**src/rtl/uart_iid_pkg.sv**
```systemverilog
package uart_iid_pkg;

  typedef enum logic [3:0] {
    IID_MODEM   = 4'h0,
    IID_NONE    = 4'h1,
    IID_THRE    = 4'h2,
    IID_RXDATA  = 4'h4,
    IID_LINE    = 4'h6,
    IID_TIMEOUT = 4'hC
  } iid_code_e;

  localparam logic [3:0] FIFO_MARK = 4'hC;

  // enable bit positions
  localparam int EN_RX    = 0;
  localparam int EN_THR   = 1;
  localparam int EN_LINE  = 2;
  localparam int EN_MODEM = 3;

  // fixed five-level priority pick
  function automatic iid_code_e iid_pick(
    input logic [3:0] en,
    input logic       line_any,
    input logic       tmo,
    input logic       rx_avail,
    input logic       thr_pend,
    input logic       modem_any
  );
    if (en[EN_LINE] && line_any)        return IID_LINE;
    else if (en[EN_RX] && tmo)          return IID_TIMEOUT;
    else if (en[EN_RX] && rx_avail)     return IID_RXDATA;
    else if (en[EN_THR] && thr_pend)    return IID_THRE;
    else if (en[EN_MODEM] && modem_any) return IID_MODEM;
    else                                return IID_NONE;
  endfunction

  // receive-data availability against trigger
  function automatic logic rx_avail_f(
    input logic       ready,
    input logic       fifo_on,
    input logic [7:0] level,
    input logic [7:0] trig
  );
    return ready && (!fifo_on || (level >= trig));
  endfunction

endpackage

```
**src/rtl/uart_iid_rxavail.sv**
```systemverilog
module uart_iid_rxavail
  import uart_iid_pkg::*;
#(
  parameter int CNT_W = 5
) (
  input  logic             rx_ready,
  input  logic             fifo_en,
  input  logic [CNT_W-1:0] rx_level,
  input  logic [CNT_W-1:0] rx_trig,
  output logic             rx_avail
);
  localparam int PAD = 8 - CNT_W;

  logic [7:0] lvl8, trg8;

  generate
    if (PAD > 0) begin : g_pad
      assign lvl8 = {{PAD{1'b0}}, rx_level};
      assign trg8 = {{PAD{1'b0}}, rx_trig};
    end else begin : g_cut
      assign lvl8 = rx_level[7:0];
      assign trg8 = rx_trig[7:0];
    end
  endgenerate

  assign rx_avail = rx_avail_f(rx_ready, fifo_en, lvl8, trg8);
endmodule

```
**src/rtl/uart_iid_thrpend.sv**
```systemverilog
module uart_iid_thrpend (
  input  logic clk,
  input  logic rst_n,
  input  logic thr_wr,
  input  logic rd_clear,
  input  logic rearm,
  input  logic tx_done,
  input  logic thre,
  output logic thr_pend,
  output logic temt
);
  logic tx_set;
  logic pend_set;

  assign tx_set   = tx_done && thre;
  assign pend_set = rearm || tx_set;

  always_ff @(posedge clk or negedge rst_n) begin
    if (!rst_n) begin
      thr_pend <= 1'b0;
      temt     <= 1'b1;
    end else begin
      // holding write dominates, then set, then read-clear
      if (thr_wr)        thr_pend <= 1'b0;
      else if (pend_set) thr_pend <= 1'b1;
      else if (rd_clear) thr_pend <= 1'b0;

      if (thr_wr)      temt <= 1'b0;
      else if (tx_set) temt <= 1'b1;
    end
  end
endmodule

```
**src/rtl/uart_iid_ctrl.sv**
```systemverilog
module uart_iid_ctrl
  import uart_iid_pkg::*;
#(
  parameter int CNT_W = 5
) (
  input  logic             clk,
  input  logic             rst_n,
  input  logic             ier_wr,
  input  logic [7:0]       ier_wdata,
  output logic [7:0]       ier_rdata,
  input  logic             iir_rd,
  output logic [7:0]       iir_rdata,
  input  logic             thr_wr,
  input  logic             tx_done,
  input  logic             thre,
  input  logic [3:0]       lsr_err,
  input  logic             rx_ready,
  input  logic             fifo_en,
  input  logic [CNT_W-1:0] rx_level,
  input  logic [CNT_W-1:0] rx_trig,
  input  logic             char_tmo,
  input  logic [3:0]       msr_delta,
  output logic             temt,
  output logic             irq
);
  logic [3:0] ier_q;
  logic [7:0] iir_q;
  logic       irq_q;

  // named internal events for the checker
  logic       rx_avail;
  logic       thr_pend;
  logic       rd_clear;
  logic       rearm;
  iid_code_e  code_nxt;

  uart_iid_rxavail #(.CNT_W(CNT_W)) i_rxavail (
    .rx_ready (rx_ready),
    .fifo_en  (fifo_en),
    .rx_level (rx_level),
    .rx_trig  (rx_trig),
    .rx_avail (rx_avail)
  );

  assign rd_clear = iir_rd && (iir_q[3:0] == IID_THRE);
  assign rearm    = ier_wr && thre;

  uart_iid_thrpend i_thrpend (
    .clk      (clk),
    .rst_n    (rst_n),
    .thr_wr   (thr_wr),
    .rd_clear (rd_clear),
    .rearm    (rearm),
    .tx_done  (tx_done),
    .thre     (thre),
    .thr_pend (thr_pend),
    .temt     (temt)
  );

  assign code_nxt = iid_pick(ier_q, |lsr_err, char_tmo, rx_avail,
                             thr_pend, |msr_delta);

  always_ff @(posedge clk or negedge rst_n) begin
    if (!rst_n) begin
      ier_q <= 4'h0;
      iir_q <= {4'h0, IID_NONE};
      irq_q <= 1'b0;
    end else begin
      if (ier_wr) ier_q <= ier_wdata[3:0];
      iir_q <= {(fifo_en ? FIFO_MARK : 4'h0), code_nxt};
      irq_q <= (code_nxt != IID_NONE);
    end
  end

  assign ier_rdata = {4'h0, ier_q};
  assign iir_rdata = iir_q;
  assign irq       = irq_q;
endmodule

```
**config.mk**
```make
export PLATFORM = sky130hd
export DESIGN_NAME = uart_iid_ctrl
export DESIGN_NICKNAME = d
export VERILOG_FILES = /design/src/rtl/uart_iid_pkg.sv /design/src/rtl/uart_iid_rxavail.sv /design/src/rtl/uart_iid_thrpend.sv /design/src/rtl/uart_iid_ctrl.sv
export SDC_FILE = /design/constraint.sdc
export NUM_CORES = 1
export LEC_CHECK = 0
export CORE_MARGIN = 4
export CORE_UTILIZATION = 34
export CTS_CLUSTER_DIAMETER = 200
export CTS_CLUSTER_SIZE = 40
export DETAILED_ROUTE_END_ITERATION = 10
export PLACE_DENSITY = 0.83
export SYNTH_ARGS = -nofsm -noshare
export SYNTH_HDL_FRONTEND = slang
export SYNTH_SLANG_ARGS = --single-unit
```
**constraint.sdc**
```tcl
create_clock -name clk -period 2 [get_ports clk]
set_input_delay 0.4 -clock clk [delete_from_list [all_inputs] [get_ports clk]]
set_output_delay 0.4 -clock clk [all_outputs]
set_load 0.005 [all_outputs]
```
==> key figures, run 1 <==
Placed design
  • Placed Area: 1100 um^2
  • Buffers on Ports: 43
  • Final HPWL DP: 1520 um
  • Dpl cells: 127
  • GPL Wtd Cong: 0.702

STA
  • Max-slew headroom: 65.4%
  • Max-slew violation count: 0
  • Unrepaired setup endpoints after global routing: no
  • Fin crit share: 89.1%
  • Worst slew pin tran: 0.518 ns
  • Final number of setup-violating endpoints: 0
  • Peak Freq: 561 MHz
  • Clk_skew: 0.00220 ns
  • Crit path time final: 1.78 ns
  • Fin. Hold Viols: 0

Die
  • Die width: 52.5 um
  • Io pins: 54
  • Die H: 52.5 um
  • Cell Rows: 15
  • Initial Util: 37.3%
  • Die area: 2750 um^2
  • Core ar.: 1800 um^2

Yosys
  • Synth Flop Type: dfrtp_1
  • Syn Area/Cell: 11.0 um^2
  • Compound-cell area share of the yosys netlist: 14.2%
  • Most common cell in the netlist: dfrtp_1
  • YS warnings: 0
  • Yosys reg bits: 12
  • Synth top area share: 37.2%
  • Synth top area cells: dfrtp_1 (37%), ha_1 (9.3%), buf_4 (7.8%), dfstp_2 (7.8%), mux2_2 (6.7%)
  • Post-synth EDFFs: 0
  • Synth Area in Simple Gates: 12.5%
  • Async SR Flop Fraction: 100%
  • Post-Synth Adder-Cell Area: 9.31%
  • Post-Syn Area: 672 um^2
  • Area leader, netlist: dfrtp_1
  • Largest family of logic cells by synthesized area: compound AO/OA/AOI/OAI gates
  • Mux cell area share after synthesis: 6.70%
  • Synth cell count leaders: dfrtp_1 (10), buf_4 (7), inv_1 (7), nand2_1 (7), ha_1 (5)
  • Post-Syn Instances: 61
  • Post-synthesis sequential area ratio: 45.1%
  • XOR/XNOR Fraction of Synth Area: 0%
  • Distinct cells, synth: 24

Clock tree
  • Worst skew pair latency: 0.28 ns
  • Clock Root Buffer: clkbuf_4
  • Clk sinks: 12
  • TritonCTS Buffers: 3
  • CTS hold repair buffers: 0
  • CTS tree: built
  • Reg clk slew, reported paths: 0.08 ns
  • H-Tree Level Count: 1
  • Clk buf depth: 2
  • # resized after CTS: 0
  • Post-CTS setup buffers: 0

Route
  • DRT iter0 DRCs: 3
  • DRC Markers: 0
  • Antenna Nets Post-Route: 0
  • Vias/cell: 4.49
  • Final WL: 1800 um
  • DR vias: 588
  • TritonRoute pass-1 iters: 4
  • Routed wire per std cell: 13.7 um

Layout
  • Nets: 148
  • Final instance area: 1140 um^2
  • Layout area overhead: 69.1%
  • # fillers: 146
  • Core Util, Final: 63.1%
  • ANT cells: 0
  • Post-route insts no fill: 131
  • Layout cell share with drive strength beyond 1: 14.2%

GRT
  • Vias in the first global route: 654
  • Global-route wire length before repair: 2780 um
  • Total congestion overflow: 0
  • Largest net degree at the start of global routing: 13
  • Initial antenna violation count: 0
  • Tot GR Track Use: 14.3%

Critical path
  • CP max FO: 4
  • Crit path DAT: 2.00 ns
  • Startpoint Class: input port
  • Setup crit end kind: register
  • Crit-path cells: clkdlybuf4s50_1, inv_1, ha_1, a21oi_2, o21ai_1, a311oi_2, and4_1
  • Critical path class: in2reg
  • WP data required: 2.22 ns
  • R2r setup slk: 0.75 ns
  • Slowest cell on the critical path: clkdlybuf4s50_1
  • Worst path max stage delay: 0.46 ns

Run status
  • Status: finished, final reports clean

Pwr
  • Pwr Total: 0.000667 W
  • Static Leak: 0.492 nW
  • Power density over the cells: 587 nW/um^2
  • Worst VDD drop: 261 uV

Flow run
  • Max-Cap Viols: 0

Hold path
  • Worst Hold Class: in2async
-- power by group --
group | leakage (nW) | switching (W) | internal (W)
registers | 0.138 | 0.0000180 | 0.000268
logic | 0.334 | 0.0000600 | 0.000125
clock network | 0.0210 | 0.0000855 | 0.000111
-- final cells by class --
class	count	area, um^2	area share (%)
Tap cell	25	31.3	2.75
Inverter	7	26.3	2.31
Sequential cell	12	303	26.7
Clock buffer	4	36.3	3.19
Timing Repair Buffer	43	430	37.9
Multi-Input combinational cell	40	309	27.2
-- layer usage --
| layer | routed length [um] | vias up | GRT usage [%] |
|---|---|---|---|
| met2 | 911 | 31 | 24.6 |
| met3 | 204 | 2 | 5.41 |
| met5 | 0 | - | 0 |
| li1 | - | 289 | - |
| met4 | 16 | 0 | 7.66 |
| met1 | 663 | 266 | 15.0 |
-- layout by cell type, fill, tap and decap left out --
master,netlist,routed
a21oi_2,1,1
a31o_2,1,1
nand4_1,1,1
a311oi_2,1,1
ha_1,5,5
o21ai_0,1,1
clkbuf_8,0,1
and4_1,1,1
nor2_1,1,1
and3_4,1,1
conb_1,1,6
nor4b_1,1,1
o21ai_1,1,1
dfrtp_1,10,10
dfstp_2,2,2
and2_1,2,2
nand2_1,7,7
clkbuf_4,0,3
inv_1,7,7
o41ai_4,1,1
nor2b_1,1,1
mux2_2,4,4
a21oi_1,2,2
clkdlybuf4s50_1,0,43
a31oi_1,1,1
o41ai_1,1,1
-- metrics by stage --
stage	setup TNS, ns	hold slack (ns)	worst slack (ns)
2_1_floorplan	0	0.104	0.529
3_3_place_gp	-0.0507	0.510	-0.0316
3_5_place_dp	-0.137	0.514	-0.0741
4_1_cts	0	0.467	0.223
5_1_grt	0	0.503	0.126
6_report	0	0.462	0.217
-- logic make-up after synthesis --
family | after synthesis
DFF | 12
muxes | 4
AOI/OAI and AO/OA | 10
adders and majority gates | 5
buffers and inverters | 14
other | 1
and+or+nand+nor | 15
-- flip-flops by register name, summed over array words and instances, names as in the netlist --
signal / count
irq: 1
i_thrpend.temt: 1
iir_rdata: 5
i_thrpend.thr_pend: 1
ier_q: 4
-- worst max-delay path: cells and delay by family --
kind / cells / cell delay, ns
buffers and inverters: 2 / 0.50
AO/OA/AOI/OAI: 3 / 0.56
AND/OR/NAND/NOR: 1 / 0.25
adder cells (fa/ha/maj): 1 / 0.29
-- final timing paths --
| path | from | end | depth (start not counted) |
|---|---|---|---|
| worst max-delay path | rx_trig[2] | iir_rdata[0]$_DFF_PN1_ | 7 |
| worst min-delay path | rst_n | i_thrpend.thr_pend$_DFFE_PN0P_ | 1 |
| worst max register to register | ier_q[0]$_DFFE_PN0P_ | iir_rdata[0]$_DFF_PN1_ | 4 |
| worst min register to register | i_thrpend.temt$_DFFE_PN1P_ | i_thrpend.temt$_DFFE_PN1P_ | 2 |
| max in group asynchronous | rst_n | i_thrpend.temt$_DFFE_PN1P_ | 1 |
| min in group clk | i_thrpend.temt$_DFFE_PN1P_ | i_thrpend.temt$_DFFE_PN1P_ | 2 |
(Power assumes the default switching activity.)
==> run 2: changes to the inputs <==
--- a/config.mk
+++ b/config.mk
@@ -5,12 +5,14 @@
 export SDC_FILE = /design/constraint.sdc
 export NUM_CORES = 1
 export LEC_CHECK = 0
+export CELL_PAD_IN_SITES_DETAIL_PLACEMENT = 1
+export CELL_PAD_IN_SITES_GLOBAL_PLACEMENT = 1
 export CORE_MARGIN = 4
-export CORE_UTILIZATION = 34
+export CORE_UTILIZATION = 24
 export CTS_CLUSTER_DIAMETER = 200
 export CTS_CLUSTER_SIZE = 40
 export DETAILED_ROUTE_END_ITERATION = 10
-export PLACE_DENSITY = 0.83
+export PLACE_DENSITY_LB_ADDON = 0.1
 export SYNTH_ARGS = -nofsm -noshare
 export SYNTH_HDL_FRONTEND = slang
 export SYNTH_SLANG_ARGS = --single-unit
==> key figures, run 2 (synthesis gave the netlist of run 1 again) <==
Run status
  • Status: finished, final reports clean

GRT
  • Tot GR Track Use: 9.91% (-4.4 points)
  • Global-route wire length before repair: 2680 um (-3.7%)
  • Vias in the first global route: 609 (-6.9%)
  • Largest net degree at the start of global routing: 13 (unchanged)
  • Initial antenna violation count: 0 (unchanged)
  • Total congestion overflow: 0 (unchanged)

Pwr
  • Static Leak: 0.492 nW (unchanged)
  • Flop pwr share: 42.8% (about the same)
  • Internal: 0.000503 W (about the same)
  • Power share of the clock group: 29.5% (about the same)
  • Logic gate share of total power: 27.6% (about the same)
  • Worst VDD drop: 268 uV (+2.8%)
  • Power density over the cells: 583 nW/um^2 (-0.63%)
  • Sw Share: 24.5% (-0.057 points)
  • Switching Power: 0.000163 W (-0.32%)

Clock tree
  • CTS tree: built
  • Post-CTS setup buffers: 0 (unchanged)
  • Reg clk slew, reported paths: 0.08 ns (about the same)
  • Clk sinks: 12 (unchanged)
  • CTS hold repair buffers: 0 (unchanged)
  • H-Tree Level Count: 1 (unchanged)
  • # resized after CTS: 0 (unchanged)
  • Clock Root Buffer: clkbuf_4
  • TritonCTS Buffers: 3 (unchanged)
  • Clk buf depth: 2 (unchanged)
  • Worst skew pair latency: 0.27 ns (about the same)

STA
  • Max-slew headroom: 61.9% (-3.5 points)
  • Worst slew pin tran: 0.570 ns (+0.0518 ns)
  • Fin. Hold Viols: 0 (unchanged)
  • Crit path time final: 1.79 ns (+0.00455 ns)
  • WHS: 0.489 ns (+0.0267 ns)
  • Max-slew violation count: 0 (unchanged)
  • Fin crit share: 89.4% (+0.23 points)
  • Unrepaired setup endpoints after global routing: no
  • Final number of setup-violating endpoints: 0 (unchanged)
  • Peak Freq: 559 MHz (-0.25%)
  • Clk_skew: 0.00313 ns (+0.000932 ns)

Flow run
  • Max-Cap Viols: 0 (unchanged)

Layout
  • Most frequent cells in the layout: clkdlybuf4s50_1 (43), dfrtp_1 (10), inv_1 (7), nand2_1 (7), conb_1 (6)
  • Max reg flops: 5 (unchanged)
  • ANT cells: 0 (unchanged)
  • Post-route insts no fill: 136 (+3.8%)
  • Nets: 148 (unchanged)
  • Layout cell share with drive strength beyond 1: 14.2% (unchanged)
  • Most common cell after layout, fill and taps aside: clkdlybuf4s50_1
  • Layout area overhead: 70.0%

Die
  • Io pins: 54 (unchanged)
  • Core ar.: 2570 um^2 (+42%)
  • Die width: 60.9 um (+16%)
  • Initial Util: 26.2% (-11 points)
  • Cell Rows: 18 (+3)
  • Die area: 3710 um^2 (+35%)
  • Die H: 60.9 um (+16%)

Critical path
  • Setup crit end kind: register
  • WP data required: 2.22 ns (about the same)
  • Critical path class: in2reg
  • CP max FO: 4 (unchanged)
  • Startpoint Class: input port
  • Crit path DAT: 2.01 ns (about the same)

Route
  • TritonRoute pass-1 iters: 2 (-2)
  • Final WL: 1750 um (-2.4%)
  • DR vias: 614 (+4.4%)
  • Antenna Nets Post-Route: 0 (unchanged)
  • Routed wire per std cell: 12.9 um (-6.0%)
  • DRT iter0 DRCs: 1 (-2)
  • DRC Markers: 0 (unchanged)
  • Vias/cell: 4.51 (+0.58%)

Placed design
  • Buffers on Ports: 43 (unchanged)
  • Final HPWL DP: 1570 um (+3.6%)
  • Dpl cells: 132 (+3.9%)
  • GPL Wtd Cong: 0.636 (-9.4%)

Hold path
  • Worst Hold Class: in2async
==> run 2: cell counts in the layout (fill, tap and decap cells not counted) <==
Identical to the previous run, type by type.
==> run 2: worst max-delay path: stages <==
cell and delay, ns:
clkdlybuf4s50_1 0.45, inv_1 0.04, ha_1 0.28, nor2b_1 0.12, o21ai_1 0.10, a311oi_2 0.38, and4_1 0.24
==> run 2: power groups by stage <==
| stage | clock (W) | combinational (W) | sequential [W] |
|---|---|---|---|
| global placement | 0 | 0.000184 | 0.000289 |
| detailed placement | 0 | 0.000187 | 0.000291 |
| global route | 0.000212 | 0.000201 | 0.000290 |
| CTS | 0.000203 | 0.000189 | 0.000286 |
| floorplan | 0 | 0.0000675 | 0.000289 |
| finish | 0.000197 | 0.000184 | 0.000285 |
==> run 2: worst paths after layout <==
path	from	end	slack (ns)	depth (start not counted)
hold / removal	rst_n	iir_rdata[2]$_DFF_PN0_	0.49	1
min in group clk	i_thrpend.temt$_DFFE_PN1P_	i_thrpend.temt$_DFFE_PN1P_	0.54	2
setup reg to reg	ier_q[0]$_DFFE_PN0P_	iir_rdata[0]$_DFF_PN1_	0.75	4
hold reg to reg	i_thrpend.temt$_DFFE_PN1P_	i_thrpend.temt$_DFFE_PN1P_	0.54	2
setup / recovery	rx_level[0]	iir_rdata[0]$_DFF_PN1_	0.21	7
max in group asynchronous	rst_n	ier_q[2]$_DFFE_PN0P_	1.14	1
==> run 2: metal layers <==
metal,part of all wire (%),vias to the layer above,GRT usage [%]
met3,10,2,2.77
met5,0,-,0
li1,-,288,-
met1,33,297,10.6
met2,55,27,17.4
met4,1.2,0,5.57
==> run 2: cell type report <==
| type | count | area [um^2] |
|---|---|---|
| multi-input cells | 40 | 309 |
| clock buffers | 4 | 36.3 |
| well taps | 30 | 37.5 |
| fillers | 299 | 1430 |
| repair buffers | 43 | 430 |
| inverters | 7 | 26.3 |
| flip-flops and latches | 12 | 303 |
==> run 2: per-stage QoR <==
stage | cell area [um^2] | utilization, % | power, W | worst slack [ns] | TNS, ns
2_1_floorplan | 691 | - | 0.000357 | 0.529 | 0
6_report | 1140 | 44.5 | 0.000666 | 0.213 | 0
3_5_place_dp | 1110 | 43.1 | 0.000478 | -0.0955 | -0.245
5_1_grt | 1140 | 44.5 | 0.000703 | 0.104 | 0
3_3_place_gp | 1110 | 43.1 | 0.000473 | -0.0672 | -0.150
4_1_cts | 1140 | 44.5 | 0.000677 | 0.177 | 0
==> run 3: changes to the inputs <==
--- a/config.mk
+++ b/config.mk
@@ -8,10 +8,11 @@
 export CELL_PAD_IN_SITES_DETAIL_PLACEMENT = 1
 export CELL_PAD_IN_SITES_GLOBAL_PLACEMENT = 1
 export CORE_MARGIN = 4
-export CORE_UTILIZATION = 24
+export CORE_UTILIZATION = 44
 export CTS_CLUSTER_DIAMETER = 200
 export CTS_CLUSTER_SIZE = 40
 export DETAILED_ROUTE_END_ITERATION = 10
+export DONT_BUFFER_PORTS = 1
 export PLACE_DENSITY_LB_ADDON = 0.1
 export SYNTH_ARGS = -nofsm -noshare
 export SYNTH_HDL_FRONTEND = slang
==> key figures, run 3 (synthesis gave the netlist of run 1 again) <==
Run status
  • Status: finished, final reports clean

Clock tree
  • Clock Root Buffer: clkbuf_4
  • CTS tree: built
  • H-Tree Level Count: 1 (unchanged)
  • Clk buf depth: 2 (unchanged)
  • TritonCTS Buffers: 3 (unchanged)
  • Worst skew pair latency: 0.27 ns (about the same)
  • Post-CTS setup buffers: 0 (unchanged)
  • Clk sinks: 12 (unchanged)
  • Reg clk slew, reported paths: 0.07 ns (about the same)

Placed design
  • Dpl cells: 74 (-44%)
  • Buffers on Ports: 0 (-100%)
  • Final HPWL DP: 1150 um (-27%)
  • GPL Wtd Cong: 0.653 (+2.8%)

Critical path
  • Critical path class: in2reg
  • R2r setup slk: 0.74 ns (about the same)
  • Reg-to-reg endpoint: irq$_DFF_PN0_
  • Crit path DAT: 1.43 ns (-0.58 ns)
  • Worst path max stage delay: 0.35 ns (-0.10 ns)
  • Setup crit end kind: register
  • Slowest cell on the critical path: a311oi_2
  • Worst Path Buf+Inv: 1 (-1)
  • Startpoint Class: input port
  • Crit-path cells: inv_1, ha_1, a21oi_2, o21ai_1, a311oi_2, nand4_1
  • WP data required: 2.11 ns (-0.11 ns)
  • Crit path max-delay family: compound AO/OA/AOI/OAI gates
  • Worst reg2reg path depth: 4 (unchanged)
  • RR Startpoint: ier_q[0]$_DFFE_PN0P_
  • Origin of the worst setup path: rx_trig[2]
  • CP max FO: 4 (unchanged)

Die
  • Die width: 47.1 um (-23%)
  • Cell Rows: 13 (-5)
  • Die area: 2220 um^2 (-40%)
  • Die H: 47.1 um (-23%)
  • Initial Util: 49.2% (+23 points)
  • Core ar.: 1370 um^2 (-47%)
  • Io pins: 54 (unchanged)

STA
  • Final number of setup-violating endpoints: 0 (unchanged)
  • Fin crit share: 66.0% (-23 points)
  • Worst slew pin tran: 0.521 ns (-0.0494 ns)
  • Clk_skew: 0.00437 ns (+0.00124 ns)
  • Crit path time final: 1.32 ns (-0.467 ns)
  • Fin. Hold Viols: 0 (unchanged)
  • Max-slew headroom: 65.2% (+3.3 points)
  • Setup TNS Final: 0 ns (unchanged)
  • Max-slew violation count: 0 (unchanged)
  • Peak Freq: 757 MHz (+35%)
  • Unrepaired setup endpoints after global routing: no

GRT
  • Total congestion overflow: 0 (unchanged)
  • Vias in the first global route: 450 (-26%)
  • Global-route wire length before repair: 1830 um (-32%)
  • Largest net degree at the start of global routing: 13 (unchanged)
  • Initial antenna violation count: 0 (unchanged)
  • Tot GR Track Use: 12.6% (+2.7 points)

Route
  • Routed wire per std cell: 16.6 um (+29%)
  • DR vias: 431 (-30%)
  • DRC Markers: 0 (unchanged)
  • TritonRoute pass-1 iters: 4 (+2)
  • Vias/cell: 5.46 (+21%)
  • Antenna Nets Post-Route: 0 (unchanged)
  • Final WL: 1310 um (-25%)
  • DRT iter0 DRCs: 2 (+1)

Pwr
  • Static Leak: 0.323 nW (-34%)
  • Worst VDD drop: 592 uV (+120%)
  • Power density over the cells: 740 nW/um^2 (+27%)
  • Pwr Total: 0.000513 W (-23%)

Layout
  • Most common cell after layout, fill and taps aside: dfrtp_1
  • Layout cell share with drive strength beyond 1: 21.9% (+7.7 points)
  • Nets: 106 (-28%)
  • Max reg flops: 5 (unchanged)
  • Most frequent cells in the layout: dfrtp_1 (10), inv_1 (7), nand2_1 (7)
  • Post-route insts no fill: 79 (-42%)
  • Layout area overhead: 3.17%
  • ANT cells: 0 (unchanged)

Hold path
  • Hold EP: iir_rdata[6]$_DFF_PN0_
  • Worst Hold Class: in2reg
  • Hold Path Depth: 0
  • Worst Hold Launch: fifo_en

Flow run
  • Max-Cap Viols: 0 (unchanged)
==> run 3: cell count changes in the layout (fill, tap and decap cells not counted), sizes merged <==
cell and delta:
clkdlybuf4s50 -43, dlygate4sd3 +1
==> run 3: where the power goes <==
part           internal [W]  switching, W
Sequential         0.000268     0.0000219
Combinational     0.0000372     0.0000344
Clock             0.0000771     0.0000738
Total              0.000383      0.000130
==> run 3: layout make-up <==
type | count | area [um^2]
flip-flops and latches | 12 | 303
repair buffers | 1 | 10.0
multi-input cells | 40 | 309
well taps | 15 | 18.8
clock buffers | 4 | 26.3
inverters | 7 | 26.3
fillers | 159 | 673
==> run 3: how the worst max path moves through the flow <==
stage / end / cells past startpoint / slack, ns
after floorplan: iir_rdata[0]$_DFF_PN1_ / 6 / 0.53
after global placement: iir_rdata[0]$_DFF_PN1_ / 6 / 0.42
after detailed placement: irq$_DFF_PN0_ / 6 / 0.36
after CTS: irq$_DFF_PN0_ / 6 / 0.64
after global routing: irq$_DFF_PN0_ / 6 / 0.60
final: irq$_DFF_PN0_ / 6 / 0.68
==> run 3: through the flow <==
stage	utilization, %	hold WS, ns	instance area [um^2]	setup slack [ns]
floorplan	-	0.104	691	0.529
global placement	48.1	0.105	657	0.424
detailed placement	48.1	0.105	657	0.359
CTS	50.7	0.142	693	0.642
global route	50.7	0.120	693	0.601
finish	50.7	0.156	693	0.679
==> run 3: layer usage <==
| metal | GRT usage [%] | share of wire (%) | vias up |
|---|---|---|---|
| met5 | 0 | 0 | - |
| met4 | 0.552 | 0 | 0 |
| met3 | 9.96 | 13 | 0 |
| met2 | 20.3 | 53 | 31 |
| met1 | 13.8 | 34 | 197 |
| li1 | - | - | 203 |
==> run 3: timing repair <==
item	in CTS	in global routing
hold endpoints to repair	12	0
gates resized for setup	0	0
endpoints found under the setup margin	0	0
hold buffers	1	0
